$ cat config.mk
export PLATFORM = sky130hd
export DESIGN_NAME = irq_flag_ctrl
export DESIGN_NICKNAME = d
export VERILOG_FILES = /design/src/rtl/irq_pkg.sv /design/src/rtl/irq_addr_dec.sv /design/src/rtl/irq_flag_cell.sv /design/src/rtl/irq_en_reg.sv /design/src/rtl/irq_rd_path.sv /design/src/rtl/irq_flag_ctrl.sv
export SDC_FILE = /design/constraint.sdc
export NUM_CORES = 1
export LEC_CHECK = 0
export ABC_AREA = 1
export BUFFER_PORTS_ARGS = -buffer_cell sky130_fd_sc_hd__buf_2
export CAP_MARGIN = 20
export CORE_AREA = 2 2 39 41
export DETAILED_ROUTE_END_ITERATION = 10
export DIE_AREA = 0 0 41 43
export PLACE_DENSITY = 0.69
export SLEW_MARGIN = 20
export SYNTH_ARGS = -nofsm -noshare
export SYNTH_HDL_FRONTEND = slang
export SYNTH_HIERARCHICAL = 1
export SYNTH_SLANG_ARGS = --single-unit
$ cat constraint.sdc
create_clock -name clk -period 1.43 [get_ports clk]
set_input_delay 0.143 -clock clk [delete_from_list [all_inputs] [get_ports clk]]
set_output_delay 0.143 -clock clk [all_outputs]
set_load 0.02 [all_outputs]
$ cat src/rtl/irq_pkg.sv
package irq_pkg;

   localparam int unsigned EVT_UPDATE   = 0;
   localparam int unsigned EVT_ALARM    = 1;
   localparam int unsigned EVT_PERIODIC = 2;

   typedef enum logic [1:0] {
      ACC_IDLE  = 2'd0,
      ACC_CTRL  = 2'd1,
      ACC_STAT  = 2'd2,
      ACC_OTHER = 2'd3
   } rd_kind_e;

endpackage

$ cat src/rtl/irq_addr_dec.sv
module irq_addr_dec #(
   parameter int unsigned ADDR_W    = 2,
   parameter int unsigned CTRL_ADDR = 1,
   parameter int unsigned STAT_ADDR = 2
) (
   input  logic [ADDR_W-1:0] addr_i,
   input  logic              wr_i,
   input  logic              rd_i,
   output logic              ctrl_wr_o,
   output irq_pkg::rd_kind_e rd_kind_o
);
   localparam logic [ADDR_W-1:0] CtrlSel = ADDR_W'(CTRL_ADDR);
   localparam logic [ADDR_W-1:0] StatSel = ADDR_W'(STAT_ADDR);

   logic hit_ctrl;
   logic hit_stat;

   assign hit_ctrl  = (addr_i == CtrlSel);
   assign hit_stat  = (addr_i == StatSel);
   // writes to the status address fall through on purpose
   assign ctrl_wr_o = wr_i && hit_ctrl;

   always_comb begin
      if (!rd_i)          rd_kind_o = irq_pkg::ACC_IDLE;
      else if (hit_stat)  rd_kind_o = irq_pkg::ACC_STAT;
      else if (hit_ctrl)  rd_kind_o = irq_pkg::ACC_CTRL;
      else                rd_kind_o = irq_pkg::ACC_OTHER;
   end
endmodule

$ cat src/rtl/irq_flag_cell.sv
module irq_flag_cell (
   input  logic clk,
   input  logic rst_n,
   input  logic set_i,
   input  logic clr_i,
   output logic flag_o
);
   always_ff @(posedge clk or negedge rst_n) begin
      if (!rst_n)      flag_o <= 1'b0;
      else if (set_i)  flag_o <= 1'b1;
      else if (clr_i)  flag_o <= 1'b0;
   end

   AST_EVENT_SETS_FLAG: assert property (@(posedge clk) disable iff (!rst_n)
      set_i |=> flag_o);
   AST_FLAG_STICKY: assert property (@(posedge clk) disable iff (!rst_n)
      (flag_o && !clr_i) |=> flag_o);
endmodule

$ cat src/rtl/irq_en_reg.sv
module irq_en_reg #(
   parameter int unsigned NUM_EVT = 3
) (
   input  logic               clk,
   input  logic               rst_n,
   input  logic               wr_i,
   input  logic [NUM_EVT-1:0] wfield_i,
   output logic [NUM_EVT-1:0] en_o
);
   always_ff @(posedge clk or negedge rst_n) begin
      if (!rst_n)     en_o <= '0;
      else if (wr_i)  en_o <= wfield_i;
   end

   AST_ENABLE_LOADS: assert property (@(posedge clk) disable iff (!rst_n)
      wr_i |=> (en_o == $past(wfield_i)));
endmodule

$ cat src/rtl/irq_rd_path.sv
module irq_rd_path #(
   parameter int unsigned NUM_EVT     = 3,
   parameter int unsigned DATA_W      = 8,
   parameter int unsigned FLAG_LSB    = 4,
   parameter int unsigned SUMMARY_BIT = 7
) (
   input  logic               clk,
   input  logic               rst_n,
   input  irq_pkg::rd_kind_e  kind_i,
   input  logic [NUM_EVT-1:0] flags_i,
   input  logic [NUM_EVT-1:0] en_i,
   input  logic               summary_i,
   output logic [DATA_W-1:0]  rdata_o
);
   logic [DATA_W-1:0] stat_word;
   logic [DATA_W-1:0] ctrl_word;

   always_comb begin
      stat_word                           = '0;
      stat_word[FLAG_LSB +: NUM_EVT]      = flags_i;
      stat_word[SUMMARY_BIT]              = summary_i;
      ctrl_word                           = '0;
      ctrl_word[FLAG_LSB +: NUM_EVT]      = en_i;
   end

   always_ff @(posedge clk or negedge rst_n) begin
      if (!rst_n) rdata_o <= '0;
      else begin
         unique case (kind_i)
            irq_pkg::ACC_STAT:  rdata_o <= stat_word;
            irq_pkg::ACC_CTRL:  rdata_o <= ctrl_word;
            irq_pkg::ACC_OTHER: rdata_o <= '0;
            default:            rdata_o <= rdata_o;
         endcase
      end
   end

   AST_READ_SNAPSHOT: assert property (@(posedge clk) disable iff (!rst_n)
      (kind_i == irq_pkg::ACC_STAT) |=>
         (rdata_o[FLAG_LSB +: NUM_EVT] == $past(flags_i)));
   AST_SUMMARY_BIT: assert property (@(posedge clk) disable iff (!rst_n)
      (kind_i == irq_pkg::ACC_STAT) |=>
         (rdata_o[SUMMARY_BIT] == |($past(flags_i) & $past(en_i))));
endmodule

$ cat src/rtl/irq_flag_ctrl.sv
module irq_flag_ctrl #(
   parameter int unsigned NUM_EVT     = 3,
   parameter int unsigned DATA_W      = 8,
   parameter int unsigned ADDR_W      = 2,
   parameter int unsigned FLAG_LSB    = 4,
   parameter int unsigned SUMMARY_BIT = 7,
   parameter int unsigned CTRL_ADDR   = 1,
   parameter int unsigned STAT_ADDR   = 2
) (
   input  logic               clk,
   input  logic               rst_n,
   input  logic [ADDR_W-1:0]  reg_addr,
   input  logic               reg_wr,
   input  logic               reg_rd,
   input  logic [DATA_W-1:0]  reg_wdata,
   output logic [DATA_W-1:0]  reg_rdata,
   input  logic [NUM_EVT-1:0] evt_pulse,
   output logic               irq_oe
);
   localparam int unsigned FieldTop = FLAG_LSB + NUM_EVT;

   generate
      if (NUM_EVT < 1) begin : g_bad_count
         $error("NUM_EVT must be at least 1");
      end
      if (FieldTop > SUMMARY_BIT) begin : g_bad_field
         $error("flag field overlaps the summary bit");
      end
      if (SUMMARY_BIT >= DATA_W) begin : g_bad_width
         $error("summary bit outside data width");
      end
      if (CTRL_ADDR == STAT_ADDR) begin : g_bad_addr
         $error("control and status addresses must differ");
      end
   endgenerate

   logic               ctrl_wr;
   irq_pkg::rd_kind_e  rd_kind;
   logic               stat_clr;
   logic [NUM_EVT-1:0] flags;
   logic [NUM_EVT-1:0] en;
   logic               summary;
   logic               unused_wbits;

   assign unused_wbits = ^reg_wdata;

   irq_addr_dec #(
      .ADDR_W   (ADDR_W),
      .CTRL_ADDR(CTRL_ADDR),
      .STAT_ADDR(STAT_ADDR)
   ) u_dec (
      .addr_i   (reg_addr),
      .wr_i     (reg_wr),
      .rd_i     (reg_rd),
      .ctrl_wr_o(ctrl_wr),
      .rd_kind_o(rd_kind)
   );

   assign stat_clr = (rd_kind == irq_pkg::ACC_STAT);

   generate
      for (genvar i = 0; i < NUM_EVT; i++) begin : g_flag
         irq_flag_cell u_cell (
            .clk   (clk),
            .rst_n (rst_n),
            .set_i (evt_pulse[i]),
            .clr_i (stat_clr),
            .flag_o(flags[i])
         );
      end
   endgenerate

   irq_en_reg #(.NUM_EVT(NUM_EVT)) u_en (
      .clk     (clk),
      .rst_n   (rst_n),
      .wr_i    (ctrl_wr),
      .wfield_i(reg_wdata[FLAG_LSB +: NUM_EVT]),
      .en_o    (en)
   );

   assign summary = |(flags & en);
   assign irq_oe  = summary;

   irq_rd_path #(
      .NUM_EVT    (NUM_EVT),
      .DATA_W     (DATA_W),
      .FLAG_LSB   (FLAG_LSB),
      .SUMMARY_BIT(SUMMARY_BIT)
   ) u_rd (
      .clk      (clk),
      .rst_n    (rst_n),
      .kind_i   (rd_kind),
      .flags_i  (flags),
      .en_i     (en),
      .summary_i(summary),
      .rdata_o  (reg_rdata)
   );

   AST_READ_RELEASES: assert property (@(posedge clk) disable iff (!rst_n)
      (reg_rd && reg_addr == ADDR_W'(STAT_ADDR) && evt_pulse == '0) |=> !irq_oe);
   AST_RESET_RELEASES: assert property (@(posedge clk)
      !rst_n |-> !irq_oe);
   AST_STATUS_WRITE_IGNORED: assert property (@(posedge clk) disable iff (!rst_n)
      (reg_wr && !reg_rd && reg_addr == ADDR_W'(STAT_ADDR) && evt_pulse == '0)
         |=> $stable(flags));
   AST_OTHER_READ_KEEPS: assert property (@(posedge clk) disable iff (!rst_n)
      (reg_rd && reg_addr != ADDR_W'(STAT_ADDR) && evt_pulse == '0)
         |=> $stable(flags));
endmodule

### Word level (Yosys, flattened, before mapping)

Index checks and enable logic that the tools add are counted.

* flip-flop bits (word level): 14
* input bits: 17
* output and inout port bits: 9

* multiplexer cells: 8
* reduce and logical (&&, ||, !) cells: 6
* bitwise gates (word level): 1
* equal/unequal tests: 5

Operators by type and width (count)
* 8-bit one-hot mux with 3 select lines: 1
* 2-bit == test, second input constant: 3
* 2-bit 2-to-1 mux: 3
* 2-bit nonzero test: 3
* 2-bit by 1-bit == test with 1-bit output, second input constant: 2
* 1-bit 2-to-1 mux: 4
* 3-bit AND: 1
* 3-bit nonzero test: 1
* 3-bit OR reduction: 1
* 1-bit logical AND: 1

### Longest topological paths before layout

* depth in word-level cells: 7
* mapped depth: 7
* mapped depth without buffers: 7

### Hierarchy

Netlist, hierarchy kept.

By module, submodules not included
* irq_rd_path: sequential area each 100.1 µm², cells each 27, area each 214.0 µm², instances 1
* irq_flag_cell: sequential area each 25.0 µm², cells each 5, area each 40.0 µm², instances 3
* irq_en_reg: sequential area each 75.1 µm², cells each 13, area each 112.6 µm², instances 1
* irq_addr_dec: sequential area each 0.0 µm², cells each 8, area each 32.5 µm², instances 1
* irq_flag_ctrl: sequential area each 0.0 µm², cells each 6, area each 26.3 µm², instances 1

### Worst setup path after synthesis

OpenSTA, ideal clock, no wires.

* path type: reg2reg
* start: register g_flag[0].u_cell.flag_o
* end: register u_rd.rdata_o[7]
* library setup time: 0.118 ns
* required time: 1.312 ns
* buffers on the path: 0
* data arrival time: 0.832 ns
* clock period less this slack: 0.950 ns
* setup slack: 0.480 ns
* cell stages (with the launch flop): 5
* cells stage by stage: dfrtp_1 > nand2_1 > nand3_1 > nand3_1 > nand2_1

* word-level cells in the longest chain between the ends: 3

RTL lines
* start: declaration: RTL line irq_flag_cell.sv:6 `output logic flag_o`
* start signal: assignment: RTL line irq_flag_cell.sv:9 `if (!rst_n) flag_o <= 1'b0;`
* start signal: assignment: RTL line irq_flag_cell.sv:10 `else if (set_i) flag_o <= 1'b1;`
* start signal: assignment: RTL line irq_flag_cell.sv:11 `else if (clr_i) flag_o <= 1'b0;`
* 3-bit AND: RTL line irq_flag_ctrl.sv:81 `assign summary = |(flags & en);`
* 3-bit OR reduction: RTL line irq_flag_ctrl.sv:81
* named net irq_oe: RTL line irq_flag_ctrl.sv:18 `output logic irq_oe`
* 8-bit one-hot mux with 3 select lines: RTL line irq_rd_path.sv:29 `unique case (kind_i)`
* end signal: assignment: RTL line irq_rd_path.sv:30 `irq_pkg::ACC_STAT: rdata_o <= stat_word;`
* end signal: assignment: RTL line irq_rd_path.sv:31 `irq_pkg::ACC_CTRL: rdata_o <= ctrl_word;`
* end signal: assignment: RTL line irq_rd_path.sv:33 `default: rdata_o <= rdata_o;`
* end: declaration: RTL line irq_rd_path.sv:13 `output logic [DATA_W-1:0] rdata_o`

The timed path passes the listed nets, and every way through them passes these cells. The select of a mux whose other input is x is not followed.
A chain may end at the register's enable or synchronous reset.

### Worst setup path after layout

* start: register g_flag[1].u_cell.flag_o
* end: output irq_oe

* word-level cells in the longest chain between the ends: 2

RTL lines (RTL line)
* start: declaration: irq_flag_cell.sv:6
* start signal: assignment: irq_flag_cell.sv:9
* start signal: assignment: irq_flag_cell.sv:10
* start signal: assignment: irq_flag_cell.sv:11
* 3-bit AND: irq_flag_ctrl.sv:81
* 3-bit OR reduction: irq_flag_ctrl.sv:81
* end: declaration: irq_flag_ctrl.sv:18

No other way between the ends.

==> run_results.csv <==
group,metric,value,unit
pwr,p_clk_share,33.3,%
min_path,hold-path-endpoint,"g_flag[0].u_cell/flag_o$_DFFE_PN0P_",
cells_and_area,area_delta_synth_final,26.7,%
grt,track_usage,11.7,%
timing,hold_viol,0,
pwr,p_sw_share,29.7,%
pwr,power_density,1190,nW/um2
route,drt-initial-drc-count,1,
pwr,leakage,0.384,nW
critical_path,r2r_slack,0.60,ns
yosys,synth_area,505,um2
cts,cts-root-buf,"clkbuf_4",
critical_path,worstSetupEndpointType,"output port",
route,viasPerCell,4.20,
cells_and_area,final_area,641,um2
yosys,yosys_warnings,6,
cts,cts_htree_levels,1,
cts,cts_tree,"built",
grt,grt-ovfl-total,0,
min_path,hold_class,"input pin to flip-flop",
cells_and_area,utilization,46.3,%
floorplanning,initial_utilization,36.5,%
placement,place_area,594,um2
min_path,worstHoldStart,"evt_pulse[0]",
pwr,seqPwrFrac,45.1,%
run,drv_cap,0,
yosys,ys_ff_latch,10,
cells_and_area,nNetsFinal,108,
outcome,status,"completed",
cells_and_area,final_cells,106,
timing,hold_slack,0.0537,ns
cells_and_area,final_common_cell,"nand2_1",
cts,cts-resized-gates,0,
min_path,holdPathStages,3,
critical_path,startpoint_type,"flip-flop",
placement,io_buffers,16,
floorplanning,die_h,43,um
critical_path,r2r-start,"g_flag[1].u_cell/flag_o$_DFFE_PN0P_",
placement,dp.cells,101,
timing,grt_setup_unrepaired,"false",
critical_path,reg2reg_depth,4,
floorplanning,die_w,41,um
grt,grt_max_degree,11,
placement,dp_hpwl,661,um
critical_path,arrival,1.02,ns
timing,fmax,861,MHz
route,wl,823,um
timing,min_period,1.16,ns
cells_and_area,final_cell_mix,"nand2_1 (24), buf_2 (16), inv_1 (13), nand3_1 (11), dfrtp_1 (10)",
yosys,synthCells,69,
critical_path,cp_data_required_time,1.29,ns
critical_path,cp_max_fo,3,
grt,antenna_found_initial,0,
route,drc,0,
cts,cts.clk_slew.worst_paths,0.06,ns
grt,grt_pass1_wl,1360,um
yosys,yosysUniqueCellTypes,10,
cells_and_area,drive_above_1_share,25.6,%
pwr,combinationalPowerShare,21.6,%
grt,grt_pass1_vias,362,
pwr,ir_drop,0.556,mV
timing,slew_violations,0,
yosys,syn_area_per_cell,7.33,um2
pwr,p_int,535,uW
critical_path,cp_cell_sequence,"nand2_1 -> nand3_1 -> buf_2",
cells_and_area,n_antenna_cell,0,
timing,skew,0.000718,ns
floorplanning,core,1380,um2
placement,place_congestion,0.808,
cts,postCtsHoldBufs,1,
cts,clockBufferDepth,2,
floorplanning,ioPinCount,26,
yosys,ys_seq_area_share,49.5,%
critical_path,r2r_end,"u_rd/rdata_o[7]$_DFFE_PN0P_",
route,num_vias,445,
critical_path,path_class,"flip-flop to output port",
route,firstDrtPassIters,2,
cts,clock_sinks,10,
route,antenna_left,0,
critical_path,slowest_stage,"dfrtp_1",
timing,setup_tns,0,ns
cts,numCtsBuffers,3,
timing,finalSetupViolations,0,
timing,fin_crit_sh,81.3,%
cts,post_cts_buffers,0,
critical_path,worst_path_largest_cell_delay,0.40,ns
pwr,p_sw,226,uW
cts,clock_latency,0.26,ns
floorplanning,placementRows,14,
floorplanning,die_area,1760,um2
route,wl_per_cell,7.76,um
[registers in the layout, summed over array words and instances (netlist names)]
register,cells
g_flag.u_cell/flag_o,3
u_en/en_o,3
u_rd/rdata_o,4
[worst max-delay path: cells and delay by family (launching register included)]
family	cells	cell delay [ns]
DFF	1	0.40
buffers and inverters	1	0.17
and+or+nand+nor	2	0.18
[final cells by class]
type,instances,area [um2]
inverter,14,52.6
clock buffer,4,36.3
sequential,10,250
multi-input combinational,44,184
fill,137,743
tap,16,20.0
timing repair buffer,18,97.6
[how the worst max path moves through the flow]
stage                                             start                     endpoint  slack, ns
finish              g_flag[1].u_cell/flag_o$_DFFE_PN0P_                       irq_oe       0.27
global route        g_flag[0].u_cell/flag_o$_DFFE_PN0P_                       irq_oe       0.21
floorplan           g_flag[0].u_cell/flag_o$_DFFE_PN0P_  u_rd/rdata_o[7]$_DFFE_PN0P_       0.48
detailed placement                          reg_addr[0]  u_rd/rdata_o[5]$_DFFE_PN0P_       0.33
CTS                 g_flag[1].u_cell/flag_o$_DFFE_PN0P_                       irq_oe       0.26
global placement                            reg_addr[0]  u_rd/rdata_o[5]$_DFFE_PN0P_       0.34
[logic make-up after synthesis]
family,count (synthesis),synth area share [%]
simple gates,38,31.4
buf+inv,18,16.3
flops,10,49.5
compound gates,2,1.98
other cells,1,0.742
[per-layer routing]
metal | vias up | track usage [%] | wire (um)
met5 | - | 0 | 0
met4 | 0 | 10.0 | 29
met1 | 184 | 14.3 | 379
met3 | 4 | 1.57 | 70
li1 | 239 | - | -
met2 | 18 | 16.9 | 342
[power by group through the flow]
| stage | Combinational (mW) | Sequential, mW | Clock, mW |
|---|---|---|---|
| global placement | 0.163 | 0.348 | 0 |
| CTS | 0.167 | 0.344 | 0.261 |
| global route | 0.187 | 0.349 | 0.271 |
| finish | 0.164 | 0.344 | 0.254 |
| detailed placement | 0.165 | 0.350 | 0 |
| floorplan | 0.0926 | 0.368 | 0 |
[per-stage QoR]
step           total power, mW  setup WS, ns
2_1_floorplan            0.461         0.480
3_3_place_gp             0.511         0.337
3_5_place_dp             0.514         0.332
4_1_cts                  0.772         0.259
5_1_grt                  0.807         0.214
6_report                 0.761         0.268
[Yosys cell counts]
| cell type | n | share of area [%] |
|---|---|---|
| nand2_1 | 24 | 18 |
| inv_1 | 13 | 9.7 |
| nand3_1 | 11 | 11 |
| dfrtp_1 | 10 | 50 |
| buf_4 | 4 | 5.9 |
| a21oi_1 | 2 | 2.0 |
| nor2_1 | 2 | 1.5 |
| conb_1 | 1 | 0.74 |
| inv_2 | 1 | 0.74 |
| nor2_2 | 1 | 1.2 |
No activity file was read; power rests on OpenSTA's default activity.
